===== src/rtl/nib_pkg.sv =====
`timescale 1ns/1ps
package nib_pkg;
  typedef enum logic [3:0] {
    OP_ADDR_LO  = 4'h0,
    OP_ADDR_HI  = 4'h1,
    OP_DATA_LO  = 4'h2,
    OP_DATA_WR  = 4'h3,
    OP_READ     = 4'h4,
    OP_READ_INC = 4'h5
  } nib_op_e;

  typedef struct packed {
    logic ld_alo;
    logic ld_ahi;
    logic ld_dlo;
    logic commit;
    logic rd;
    logic inc;
  } nib_act_t;
endpackage


===== src/rtl/nib_cmd_decode.sv =====
`timescale 1ns/1ps
module nib_cmd_decode
  import nib_pkg::*;
#(
  parameter int NIB_W = 4
) (
  input  logic               fire_i,
  input  logic [2*NIB_W-1:0] byte_i,
  output nib_act_t           act_o,
  output logic [NIB_W-1:0]   nib_o
);
  logic [NIB_W-1:0] op;
  assign op    = byte_i[2*NIB_W-1:NIB_W];
  assign nib_o = byte_i[NIB_W-1:0];

  always_comb begin
    act_o = '0;
    if (fire_i) begin
      case (op)
        NIB_W'(OP_ADDR_LO):  act_o.ld_alo = 1'b1;
        NIB_W'(OP_ADDR_HI):  act_o.ld_ahi = 1'b1;
        NIB_W'(OP_DATA_LO):  act_o.ld_dlo = 1'b1;
        NIB_W'(OP_DATA_WR):  act_o.commit = 1'b1;
        NIB_W'(OP_READ):     act_o.rd     = 1'b1;
        NIB_W'(OP_READ_INC): begin act_o.rd = 1'b1; act_o.inc = 1'b1; end
        default: ;  // reserved opcodes consumed silently
      endcase
    end
  end
endmodule


===== src/rtl/nib_addr_data.sv =====
`timescale 1ns/1ps
module nib_addr_data
  import nib_pkg::*;
#(
  parameter int NIB_W  = 4,
  localparam int ADDR_W = 2*NIB_W
) (
  input  logic              clk_i,
  input  logic              rst_ni,
  input  nib_act_t          act_i,
  input  logic [NIB_W-1:0]  nib_i,
  output logic [ADDR_W-1:0] addr_o,
  output logic [NIB_W-1:0]  dlo_o
);
  logic [ADDR_W-1:0] addr_q;
  logic [NIB_W-1:0]  dlo_q;

  always_ff @(posedge clk_i or negedge rst_ni) begin
    if (!rst_ni) begin
      addr_q <= '0;
    end else if (act_i.ld_alo) begin
      addr_q[NIB_W-1:0] <= nib_i;
    end else if (act_i.ld_ahi) begin
      addr_q[ADDR_W-1:NIB_W] <= nib_i;
    end else if (act_i.inc) begin
      addr_q <= addr_q + ADDR_W'(1);
    end
  end

  always_ff @(posedge clk_i or negedge rst_ni) begin
    if (!rst_ni)           dlo_q <= '0;
    else if (act_i.ld_dlo) dlo_q <= nib_i;
  end

  assign addr_o = addr_q;
  assign dlo_o  = dlo_q;

  assert_addr_hold_R5: assert property (@(posedge clk_i) disable iff (!rst_ni)
    act_i.commit |=> addr_q == $past(addr_q));
  assert_addr_step_R7: assert property (@(posedge clk_i) disable iff (!rst_ni)
    act_i.inc |=> addr_q == $past(addr_q) + ADDR_W'(1));
  assert_lo_only_R1: assert property (@(posedge clk_i) disable iff (!rst_ni)
    act_i.ld_alo |=> addr_q[ADDR_W-1:NIB_W] == $past(addr_q[ADDR_W-1:NIB_W]));
  assert_dlo_hold_R3: assert property (@(posedge clk_i) disable iff (!rst_ni)
    !act_i.ld_dlo |=> $stable(dlo_q));
endmodule


===== src/rtl/nib_local_regs.sv =====
`timescale 1ns/1ps
module nib_local_regs #(
  parameter int          ADDR_W       = 8,
  parameter int          DATA_W       = 8,
  parameter logic [7:0]  ID_ADDR      = 8'h00,
  parameter logic [7:0]  SCRATCH_ADDR = 8'h01,
  parameter logic [7:0]  ID_VALUE     = 8'hA6
) (
  input  logic              clk_i,
  input  logic              rst_ni,
  input  logic [ADDR_W-1:0] addr_i,
  input  logic [DATA_W-1:0] wdata_i,
  input  logic              we_i,
  input  logic [DATA_W-1:0] ext_rdata_i,
  output logic [DATA_W-1:0] rdata_o
);
  logic [DATA_W-1:0] scratch_q;
  logic hit_id, hit_scr;

  assign hit_id  = addr_i == ADDR_W'(ID_ADDR);
  assign hit_scr = addr_i == ADDR_W'(SCRATCH_ADDR);

  always_ff @(posedge clk_i or negedge rst_ni) begin
    if (!rst_ni)               scratch_q <= '0;
    else if (we_i && hit_scr)  scratch_q <= wdata_i;
  end

  always_comb begin
    if (hit_id)       rdata_o = DATA_W'(ID_VALUE);
    else if (hit_scr) rdata_o = scratch_q;
    else              rdata_o = ext_rdata_i;
  end

  assert_scratch_keep_R9: assert property (@(posedge clk_i) disable iff (!rst_ni)
    (we_i && hit_scr) |=> scratch_q == $past(wdata_i));
endmodule


===== src/rtl/nib_rsp_slot.sv =====
`timescale 1ns/1ps
module nib_rsp_slot #(
  parameter int DATA_W = 8
) (
  input  logic              clk_i,
  input  logic              rst_ni,
  input  logic              load_i,
  input  logic [DATA_W-1:0] data_i,
  output logic              valid_o,
  output logic [DATA_W-1:0] data_o,
  input  logic              ready_i
);
  logic              valid_q;
  logic [DATA_W-1:0] data_q;

  always_ff @(posedge clk_i or negedge rst_ni) begin
    if (!rst_ni) begin
      valid_q <= 1'b0;
      data_q  <= '0;
    end else if (load_i) begin
      valid_q <= 1'b1;
      data_q  <= data_i;
    end else if (valid_q && ready_i) begin
      valid_q <= 1'b0;
    end
  end

  assign valid_o = valid_q;
  assign data_o  = data_q;

  assert_rsp_hold_R10: assert property (@(posedge clk_i) disable iff (!rst_ni)
    (valid_q && !ready_i) |=> valid_q && $stable(data_q));
  assert_no_overrun_R10: assert property (@(posedge clk_i) disable iff (!rst_ni)
    load_i |-> !valid_q);
endmodule


===== src/rtl/nib_reg_port.sv =====
`timescale 1ns/1ps
module nib_reg_port
  import nib_pkg::*;
#(
  parameter int          NIB_W        = 4,
  parameter logic [7:0]  ID_ADDR      = 8'h00,
  parameter logic [7:0]  SCRATCH_ADDR = 8'h01,
  parameter logic [7:0]  ID_VALUE     = 8'hA6
) (
  input  logic       clk_i,
  input  logic       rst_ni,
  input  logic       cmd_valid_i,
  input  logic [7:0] cmd_data_i,
  output logic       cmd_ready_o,
  output logic       rsp_valid_o,
  output logic [7:0] rsp_data_o,
  input  logic       rsp_ready_i,
  output logic [7:0] reg_addr_o,
  output logic [7:0] reg_wdata_o,
  output logic       reg_we_o,
  output logic       reg_re_o,
  input  logic [7:0] reg_rdata_i
);
  localparam int W = 2*NIB_W;

  nib_act_t         act;
  logic [NIB_W-1:0] nib, dlo;
  logic [W-1:0]     addr, rd_mux;
  logic             fire;

  assign cmd_ready_o = !rsp_valid_o;
  assign fire        = cmd_valid_i && cmd_ready_o;

  nib_cmd_decode #(.NIB_W(NIB_W)) u_dec (
    .fire_i(fire), .byte_i(cmd_data_i), .act_o(act), .nib_o(nib)
  );

  nib_addr_data #(.NIB_W(NIB_W)) u_ad (
    .clk_i(clk_i), .rst_ni(rst_ni), .act_i(act), .nib_i(nib),
    .addr_o(addr), .dlo_o(dlo)
  );

  nib_local_regs #(
    .ADDR_W(W), .DATA_W(W), .ID_ADDR(ID_ADDR),
    .SCRATCH_ADDR(SCRATCH_ADDR), .ID_VALUE(ID_VALUE)
  ) u_loc (
    .clk_i(clk_i), .rst_ni(rst_ni), .addr_i(addr), .wdata_i(reg_wdata_o),
    .we_i(reg_we_o), .ext_rdata_i(reg_rdata_i), .rdata_o(rd_mux)
  );

  nib_rsp_slot #(.DATA_W(W)) u_rsp (
    .clk_i(clk_i), .rst_ni(rst_ni), .load_i(act.rd), .data_i(rd_mux),
    .valid_o(rsp_valid_o), .data_o(rsp_data_o), .ready_i(rsp_ready_i)
  );

  assign reg_addr_o  = addr;
  assign reg_wdata_o = {nib, dlo};
  assign reg_we_o    = act.commit;
  assign reg_re_o    = act.rd;

  assert_one_strobe_R11: assert property (@(posedge clk_i) disable iff (!rst_ni)
    $onehot0({reg_we_o, reg_re_o}));
  assert_stall_intake_R10: assert property (@(posedge clk_i) disable iff (!rst_ni)
    rsp_valid_o |-> !reg_we_o && !reg_re_o);
  assert_read_answers_R6: assert property (@(posedge clk_i) disable iff (!rst_ni)
    reg_re_o |=> rsp_valid_o);
  assert_id_const_R8: assert property (@(posedge clk_i) disable iff (!rst_ni)
    (reg_re_o && reg_addr_o == ID_ADDR) |=> rsp_data_o == ID_VALUE);
endmodule


===== config.mk =====
export PLATFORM = sky130hd
export DESIGN_NAME = nib_reg_port
export DESIGN_NICKNAME = d
export VERILOG_FILES = /design/src/rtl/nib_pkg.sv /design/src/rtl/nib_cmd_decode.sv /design/src/rtl/nib_addr_data.sv /design/src/rtl/nib_local_regs.sv /design/src/rtl/nib_rsp_slot.sv /design/src/rtl/nib_reg_port.sv
export SDC_FILE = /design/constraint.sdc
export NUM_CORES = 1
export LEC_CHECK = 0
export ABC_AREA = 1
export BUFFER_PORTS_ARGS = -buffer_cell sky130_fd_sc_hd__buf_2
export CORE_MARGIN = 5
export CORE_UTILIZATION = 50
export CTS_CLUSTER_DIAMETER = 60
export CTS_CLUSTER_SIZE = 30
export DETAILED_ROUTE_END_ITERATION = 10
export GPL_TIMING_DRIVEN = 1
export MAX_ROUTING_LAYER = met4
export PLACE_DENSITY = 0.75
export SETUP_SLACK_MARGIN = 0.2
export SLEW_MARGIN = 20
export SYNTH_ARGS = -nofsm -noshare
export SYNTH_HDL_FRONTEND = slang
export SYNTH_HIERARCHICAL = 1
export SYNTH_SLANG_ARGS = --single-unit

===== constraint.sdc =====
create_clock -name clk_i -period 2.3 [get_ports clk_i]
set_input_delay 0.115 -clock clk_i [delete_from_list [all_inputs] [get_ports clk_i]]
set_output_delay 0.115 -clock clk_i [all_outputs]
set_load 0.03 [all_outputs]

# Word-level counts from Yosys, hierarchy flattened
# Index checks and enable logic that the tools add are counted.
totals:
  input_bits: 20
  n_memories: 0
  out_inout_bits: 28
  romBits: 0
  ff_bits: 29
  latch_bits: 0
  mem_bits_rw: 0
op_classes:
  mul: 0
  eq_ne: 7
  bitwise: 1
  addsub: 1
  div: 0
  n_mux: 15
  shift: 0
  order_cmp: 0
  n_reduce_logical: 12
ops:
  columns: ["cell", "n"]
  rows:
  - ["2-to-1 mux 8 bit", 3]
  - ["2-to-1 mux 4 bit", 3]
  - ["adder 8 x 1 -> 8 bit (second input constant)", 1]
  - ["equality test 4 x 2 -> 1 bit (second input constant)", 2]
  - ["equality test 4 x 3 -> 1 bit (second input constant)", 2]
  - ["equality test 8 x 1 -> 1 bit (second input constant)", 1]
  - ["logical NOT 8 bit", 1]
  - ["2-to-1 mux 1 bit", 8]
  - ["2-to-1 mux 6 bit", 1]
  - ["nonzero test 2 bit", 3]
  - ["equality test 4 x 1 -> 1 bit (second input constant)", 1]
  - ["logical NOT 4 bit", 1]
  - ["AND reduction 2 bit", 2]
  - ["logical AND 1 bit", 3]
  - ["!= test 2 x 1 -> 1 bit (second input constant)", 1]
  - ["OR reduction 2 bit", 1]
  - ["logical NOT 1 bit", 1]
  - ["NOT 1 bit", 1]

# Longest topological paths before layout
# Gate-level depths: netlist of run 1.
depth:
  ltp_word: 7
  depth_mapped: 11
  ltp_nobuf: 11

# By module
# The synthesis of run 1 kept the hierarchy.
by_module_without_submodules:
  columns: ["mod", "n_inst", "cells_per_inst", "area_per_inst_um2", "seq_area_each_um2"]
  rows:
  - ["nib_addr_data", 1, 88, 676.9, 300.3]
  - ["nib_local_regs", 1, 84, 578.1, 200.2]
  - ["nib_rsp_slot", 1, 38, 341.6, 225.2]
  - ["nib_cmd_decode", 1, 22, 110.1, 0.0]
  - ["nib_reg_port", 1, 3, 13.8, 0.0]

# Worst setup path before layout of run 1
# Ideal clock, no wire load.
synth_timing:
  path_kind: "reg2reg"
  from: "register u_rsp.valid_q (netlist: u_rsp/valid_o)"
  to: "register u_loc.scratch_q[3]"
  t_arrival_ns: 1.784
  path_stages_with_launch: 8
  path_slack_ns: 0.397
  period_less_slack_ns: 1.903
  required_time_ns: 2.181
  path_buffers: 1
  setup_ns: 0.119
  path_cell_list: "dfrtp_1 > nor2_2 > nand2_1 > nor2_1 > clkbuf_1 > nand3_4 > nand2_1 > nand2_1"
synth_between:
  elab_chain_len: 4
synth_lines:
  columns: ["element", "line_no", "text"]
  rows:
  - ["start: declaration", "nib_rsp_slot.sv:13", "logic valid_q;"]
  - ["start signal: assignment", "nib_rsp_slot.sv:18", "valid_q <= 1'b0;"]
  - ["start signal: assignment", "nib_rsp_slot.sv:21", "valid_q <= 1'b1;"]
  - ["start signal: assignment", "nib_rsp_slot.sv:24", "valid_q <= 1'b0;"]
  - ["logical NOT 1 bit", "nib_reg_port.sv:31", "assign cmd_ready_o = !rsp_valid_o;"]
  - ["logical AND 1 bit", "nib_reg_port.sv:32", "assign fire = cmd_valid_i && cmd_ready_o;"]
  - ["net fire", "nib_reg_port.sv:29", "logic fire;"]
  - ["2-to-1 mux 6 bit", "nib_cmd_decode.sv:18", "if (fire_i) begin"]
  - ["net reg_we_o", "nib_reg_port.sv:20", "output logic reg_we_o,"]
  - ["logical AND 1 bit", "nib_local_regs.sv:25", "else if (we_i && hit_scr) scratch_q <= wdata_i;"]
  - ["end signal: assignment", "nib_local_regs.sv:25", null]
  - ["end: declaration", "nib_local_regs.sv:17", "logic [DATA_W-1:0] scratch_q;"]
# The timed path passes the listed nets, and every way through them passes these cells.
# A chain may end at the register's enable or synchronous reset.

# Final worst setup path of run 1
layout_timing:
  from: "register u_rsp.valid_q (netlist: u_rsp/valid_o)"
  to: "output port reg_re_o"
layout_between:
  elab_chain_len: 3
layout_lines:
  columns: ["element", "line_no", "text"]
  rows:
  - ["logical NOT 1 bit", "nib_reg_port.sv:31", null]
  - ["logical AND 1 bit", "nib_reg_port.sv:32", null]
  - ["net fire", "nib_reg_port.sv:29", null]
  - ["2-to-1 mux 6 bit", "nib_cmd_decode.sv:18", null]
  - ["end: declaration", "nib_reg_port.sv:21", "output logic reg_re_o,"]
# The timed path passes the listed nets, and every way through them passes these cells.

==> results of run 1 <==
==> cell usage after synthesis (2+ instances only) <==
cell       n
nand2_1   83
nor2_2     7
nor2_1    22
dfrtp_1   29
nand2_2    2
a21oi_1    7
inv_2      4
o21bai_1   2
o21ai_1    2
o221ai_1   2
nand3_2    3
buf_4      4
inv_1     26
buf_6      3
nand3_1   26
==> area by class of cell <==
type | count | area, µm² | area share
clock buffer | 7 | 55.1 | 0.0269
sequential | 29 | 726 | 0.354
tap | 46 | 57.6 | 0.0281
inverter | 30 | 113 | 0.0550
timing repair buffer | 49 | 253 | 0.123
multi-input combinational | 168 | 815 | 0.398
clock inverter | 1 | 30.0 | 0.0147
==> sequential cells by signal (all words and copies together), names as in the netlist <==
| signal | cells |
|---|---|
| u_ad/dlo_o | 4 |
| u_loc/scratch_q | 8 |
| u_rsp/data_o | 8 |
| u_ad/addr_o | 8 |
| u_rsp/valid_o | 1 |
==> path summary, 6_finish.rpt <==
check	slack [ns]	endpoint
worst max-delay path	0.43	reg_re_o
worst min-delay path	0.02	u_rsp/valid_o
worst max register to register	0.64	u_ad/addr_o[3]
worst min register to register	0.47	u_rsp/data_o[3]
max in group asynchronous	1.56	u_loc/scratch_q[3]
min in group asynchronous	0.33	u_ad/addr_o[6]
==> worst register-to-register path, cell delays in order (launching register included) <==
cell	delay, ns
dfrtp_1	0.41
nor2_2	0.13
inv_1	0.06
or2_4	0.24
nor2_2	0.24
inv_2	0.12
nand2_1	0.07
nand2_1	0.07
o22ai_1	0.11
o21bai_1	0.13
==> metrics by stage <==
stage / total power, W / area (µm²)
floorplan: 0.00140 / 1720
global placement: 0.00158 / 1950
detailed placement: 0.00159 / 1950
CTS: 0.00203 / 2050
global route: 0.00216 / 2050
finish: 0.00201 / 2050
==> power by group through the flow <==
stage | Clock (W) | Sequential [W] | Combinational [W]
after floorplan | 0 | 0.000959 | 0.000446
final | 0.000433 | 0.000762 | 0.000818
after detailed placement | 0 | 0.000771 | 0.000824
after global routing | 0.000467 | 0.000785 | 0.000910
after global placement | 0 | 0.000765 | 0.000813
after CTS | 0.000442 | 0.000761 | 0.000827
==> cell families (layout without fill, tap and decap cells) <==
group,count (synthesis),count (layout),share of synthesized area
simple gates,147,147,0.388
buf+inv,38,87,0.105
flops,29,29,0.422
compound gates,17,17,0.0611
xor+xnor,2,2,0.0102
fa+ha+maj,1,1,0.00727
mux,1,1,0.00654
==> timing repair <==
item	in CTS	in global routing
endpoints found under the hold margin	29	0
hold buffers	1	0
setup buffers	0	0
==> per-layer routing <==
metal	up-vias	global-route usage	share of wire	routed length [µm]
met2	48	0.280	0.44	1660
met1	691	0.238	0.48	1800
met5	-	-	0	0
li1	830	-	-	-
met3	5	0.0535	0.063	236
met4	0	0.0447	0.010	39
==> summary.txt, run 1 <==
Setup path
  • Startpoint types: flip-flop
  • CP bufs+invs: 2
  • Levels on crit path: 5
  • Critical path required time: ~2.2 ns
  • Worst EP arrival: ~1.8 ns
  • Crit-path max cell delay: ~0.41 ns
  • CP dominant cell by count: nor2_2
  • Top fanout value on the critical path: 10
  • R2r startpoint: u_rsp/valid_o
  • Cell family with most CP delay: simple AND/OR/NAND/NOR gates
  • Slowest cell on the critical path: dfrtp_1
  • CP endpoint kind: output pin
  • Critical Path Start: u_rsp/valid_o
  • Crit Path Category: flip-flop to output pin
  • Critical-path cell list: nor2_2, inv_1, or2_4, nor2_2, buf_2
  • Worst reg-to-reg path cell count: 9

Synthesis
  • Synth area leader: dfrtp_1
  • Synthesized net count: about 260
  • Top post-synthesis cells by area: dfrtp_1 (42%), nand2_1 (18%), nand3_1 (7.6%)
  • Synth Register Bits: 29
  • Synthesized area: approximately 1700 µm²
  • Synth top area share: 0.422
  • Synth warnings: 6
  • Share of flip-flops with an asynchronous set or reset: 1.00
  • Sequential-to-total area share from yosys stat: 0.422
  • Yosys cell types: 28
  • Number of synthesized flops with an enable pin: 0
  • Synthesized instance count: around 240
  • Syn Area/Cell: about 7.3 µm²
  • Primary FF master, synth: dfrtp_1

Placement
  • Port-buffer cells: 47
  • GPL Wtd Cong: 0.840
  • Worst slack at placement: roughly 0.66 ns
  • Post-DP HPWL: roughly 2900 µm
  • Dpl cells: between 300 and 400

Cells and area
  • Most frequent cells in the layout: nand2_1 (83), buf_2 (47), dfrtp_1 (29), inv_1 (26), nand3_1 (26)
  • Antenna cell count: 0
  • Core Util, Final: 0.614
  • Most common cell after layout, fill and taps aside: nand2_1
  • Final non-filler cell total: 330
  • # nets final: approximately 300
  • Fillcell total: ~320
  • Share of layout cells above drive strength 1: 0.271
  • Layout area overhead: 19.1%

CTS
  • Post_cts resized: 0
  • Clk root buf: clkbuf_4
  • H-tree depth: 2
  • Inserted Clock Buffers: 5
  • TritonCTS clock tree: yes
  • Clock Tree Buf Depth: 2
  • Reg clk slew, reported paths: about 0.08 ns
  • Clock Latency Late Sink: 0.33 ns
  • Clk sink count: 29

Drt
  • Residual DRC count: 0
  • Routed wire length: 3730 µm
  • WL per Instance: between 10 and 15 µm
  • First DRT Iteration DRCs: 68
  • DR vias/cell: approximately 4.8
  • Routed vias: around 1,600
  • Antenna Nets Post-Route: 0
  • 1st-pass router iterations: 4

Timing
  • Setup TNS: 0 ns
  • Final worst slack: approximately 0.43 ns
  • WHS: roughly 0.019 ns
  • Fmax: ~530 MHz
  • Ratio of final minimum period to clock period: 0.814
  • Worst-margin pin slew: slightly above 0.6 ns
  • Hold Vio Cnt, Final: 0
  • Fin crit period: 1.87 ns
  • Skew final: approximately 0.0092 ns
  • Max Slew Vio Count: 0
  • Max_slew headroom: 0.587
  • Finish-stage setup viols: 0
  • Unrepaired setup endpoints after global routing: false

Power
  • Leakage Power: around 1.1 nW
  • Clk pwr share: 0.215
  • Power Internal: 0.00114 W
  • VDD IR-drop max: approximately 0.43 mV
  • Combinational share of power: 0.406
  • Share of power burned in registers: 0.379
  • Power Dens Cells: 983 nW/µm²
  • Sw frac: 0.433
  • Net switching power: 0.000872 W

Global routing
  • Largest net degree at the start of global routing: 30
  • Global-route usage over all layers: 0.183
  • Antenna violations before repair: 0
  • Global route overflow: 0
  • First-pass GRT wire length: slightly above 6000 µm
  • Number of global-route vias before repair: roughly 1,400

Floorplanning
  • Die Wd: approximately 70 µm
  • Initial Utilization: 0.516
  • Row Count: 21
  • Die area: about 4700 µm²
  • Die H: 68.7 µm
  • I/O pins: 48
  • Area of the core: around 3300 µm²

Hold path
  • Worst Hold Launch: rsp_ready_i
  • Worst hold path depth: 4
  • Hold Path Class: primary input to flip-flop

Flow run
  • Max-Cap Viols: 0

Outcome
  • Status: finished clean
No activity file was read; power rests on OpenSTA's default activity.
==> run 2, diff against run 1 <==
==> constraint.sdc (replaced) <==
create_clock -name clk_i -period 1.8 [get_ports clk_i]
set_input_delay 0.09 -clock clk_i [delete_from_list [all_inputs] [get_ports clk_i]]
set_output_delay 0.09 -clock clk_i [all_outputs]
set_load 0.03 [all_outputs]
==> run 2 against run 1 <==
  * Global-route usage increased by 0.54 points
  * First-iteration DRC count shrank 5.9%
  * Critical path type is now flip-flop to flip-flop
  * Wire length up 10%
  * Count of clock-buffer cells in the layout unchanged
  * Cell count is 2.4% higher
  * Setup slack lost 0.28 ns
  * Die area did not move
==> summary.txt, run 2 (synthesized netlist as in run 1, its figures left out) <==
Cells and area
  • # nets final: 312 (+2.6%)
  • Most frequent cells in the layout: nand2_1 (80), buf_2 (46), dfrtp_1 (28), inv_1 (25), nand3_1 (25)
  • Antenna cell count: 0 (unchanged)
  • Final non-filler cell total: 338 (+2.4%)
  • Most common cell after layout, fill and taps aside: nand2_1
  • Share of layout cells above drive strength 1: 0.322 (+0.0508)
  • Layout area overhead: 26.5%

Power
  • VDD IR-drop max: 0.629 mV (+45%)
  • Leakage Power: 1.18 nW (+4.4%)
  • Power Dens Cells: 1220 nW/µm² (+24%)

Drt
  • DR vias/cell: 4.81 (+0.80%)
  • Antenna Nets Post-Route: 0 (unchanged)
  • WL per Instance: 12.2 µm (+7.7%)
  • Residual DRC count: 0 (unchanged)
  • 1st-pass router iterations: 4 (unchanged)
  • Routed wire length: 4120 µm (+10%)
  • Routed vias: 1,625 (+3.2%)
  • First DRT Iteration DRCs: 64 (-5.9%)

Timing
  • Ratio of final minimum period to clock period: 0.920
  • Hold Vio Cnt, Final: 0 (unchanged)
  • Max_slew headroom: 0.577 (-0.0102)
  • Setup TNS: 0 ns (unchanged)
  • Worst-margin pin slew: 0.634 ns (+0.0152 ns)
  • Finish-stage setup viols: 0 (unchanged)
  • Max Slew Vio Count: 0 (unchanged)
  • Fin crit period: 1.66 ns
  • Fmax: 604 MHz
  • Skew final: 0.00693 ns (-0.00224 ns)
  • Unrepaired setup endpoints after global routing: true

CTS
  • Clock Latency Late Sink: 0.34 ns (about the same)
  • Reg clk slew, reported paths: 0.10 ns (+0.02 ns)
  • Inserted Clock Buffers: 5 (unchanged)
  • Clk sink count: 29 (unchanged)
  • Clock Tree Buf Depth: 2 (unchanged)
  • H-tree depth: 2 (unchanged)
  • TritonCTS clock tree: yes
  • Clk root buf: clkbuf_4

Setup path
  • Crit Path Category: flip-flop to flip-flop
  • Top fanout value on the critical path: 7 (-3)
  • CP endpoint kind: flip-flop
  • Startpoint types: flip-flop
  • Worst EP arrival: 1.87 ns (+0.11 ns)
  • Critical path required time: 2.01 ns (-0.17 ns)

Floorplanning
  • Die H: 68.7 µm (unchanged)
  • Die Wd: 68.7 µm (unchanged)
  • Area of the core: 3340 µm² (unchanged)
  • I/O pins: 48 (unchanged)
  • Row Count: 21 (unchanged)
  • Initial Utilization: 0.516 (unchanged)
  • Die area: 4710 µm² (unchanged)

Global routing
  • Global-route usage over all layers: 0.188 (+0.00544)
  • First-pass GRT wire length: 6310 µm (+1.4%)
  • Antenna violations before repair: 0 (unchanged)
  • Largest net degree at the start of global routing: 30 (unchanged)
  • Number of global-route vias before repair: 1,397 (unchanged)
  • Global route overflow: 0 (unchanged)

Placement
  • Port-buffer cells: 47 (unchanged)
  • Dpl cells: 323 (+0.62%)
  • GPL Wtd Cong: 0.819 (-2.5%)
  • Post-DP HPWL: 2950 µm (+2.3%)

Hold path
  • Hold Path Class: primary input to flip-flop

Flow run
  • Max-Cap Viols: 0 (unchanged)

Outcome
  • Status: finished clean
==> run 2: changes by cell type in the layout (fill, tap and decap cells not counted), sizes merged <==
cell,previous run,this run
buf,48,55
dlygate4sd3,1,2
==> run 2: layer usage <==
layer / GRT usage / routed length (µm) / vias to the layer above / share of wire
met2: 0.290 / 1980 / 50 / 0.48
met1: 0.233 / 1820 / 725 / 0.44
met5: - / 0 / - / 0
li1: - / - / 842 / -
met3: 0.0567 / 257 / 8 / 0.062
met4: 0.0695 / 62 / 0 / 0.015
==> run 2: layout make-up <==
class                      count  area [µm²]
clock buffer                   7        55.1
clock inverter                 1        30.0
fill                         307        1160
inverter                      30         115
multi-input combinational    168         866
sequential                    29         727
tap                           46        57.6
timing repair buffer          57         325
==> run 2: path summary, 6_finish.rpt <==
kind,slack [ns],to,startpoint,cells after the start
max,0.14,u_ad/addr_o[2],u_rsp/valid_o,7
min,0.01,u_loc/scratch_q[7],cmd_data_i[3],3
max reg2reg,0.14,u_ad/addr_o[2],u_rsp/valid_o,7
min reg2reg,0.47,u_rsp/data_o[1],u_rsp/data_o[1],2
max in group asynchronous,1.05,u_rsp/valid_o,rst_ni,2
min in group asynchronous,0.29,u_ad/addr_o[6],rst_ni,2
==> run 2: through the flow <==
stage	util	hold slack, ns	worst slack, ns	total power, W	cell area [µm²]
2_1_floorplan	-	-0.206	0.184	0.00180	1740
3_3_place_gp	0.594	0.151	0.275	0.00205	1980
3_5_place_dp	0.594	0.146	0.241	0.00207	1980
4_1_cts	0.630	0.00637	0.197	0.00264	2100
5_1_grt	0.652	0.0189	0.0354	0.00282	2180
6_report	0.652	0.0130	0.145	0.00265	2180
==> run 2: what timing repair did <==
item / in CTS / in global routing
setup buffers: 1 / 4
pin swaps: 1 / 5
hold buffers: 2 / 0
hold endpoints to repair: 30 / 0
setup endpoints to repair: 3 / 10
gates resized for setup: 3 / 11
==> run 2: critical path, cell delays in order (launching register included) <==
cell	delay, ns
dfrtp_2	0.43
nor2_2	0.11
inv_1	0.06
or2_4	0.28
nor2_4	0.24
inv_4	0.08
nand3_1	0.17
o221ai_1	0.15
==> run 2: report_power, final <==
part | switching, W | leakage [nW] | internal, W
registers | 0.000168 | 0.375 | 0.000805
clock network | 0.000237 | 0.0455 | 0.000331
logic | 0.000754 | 0.760 | 0.000354
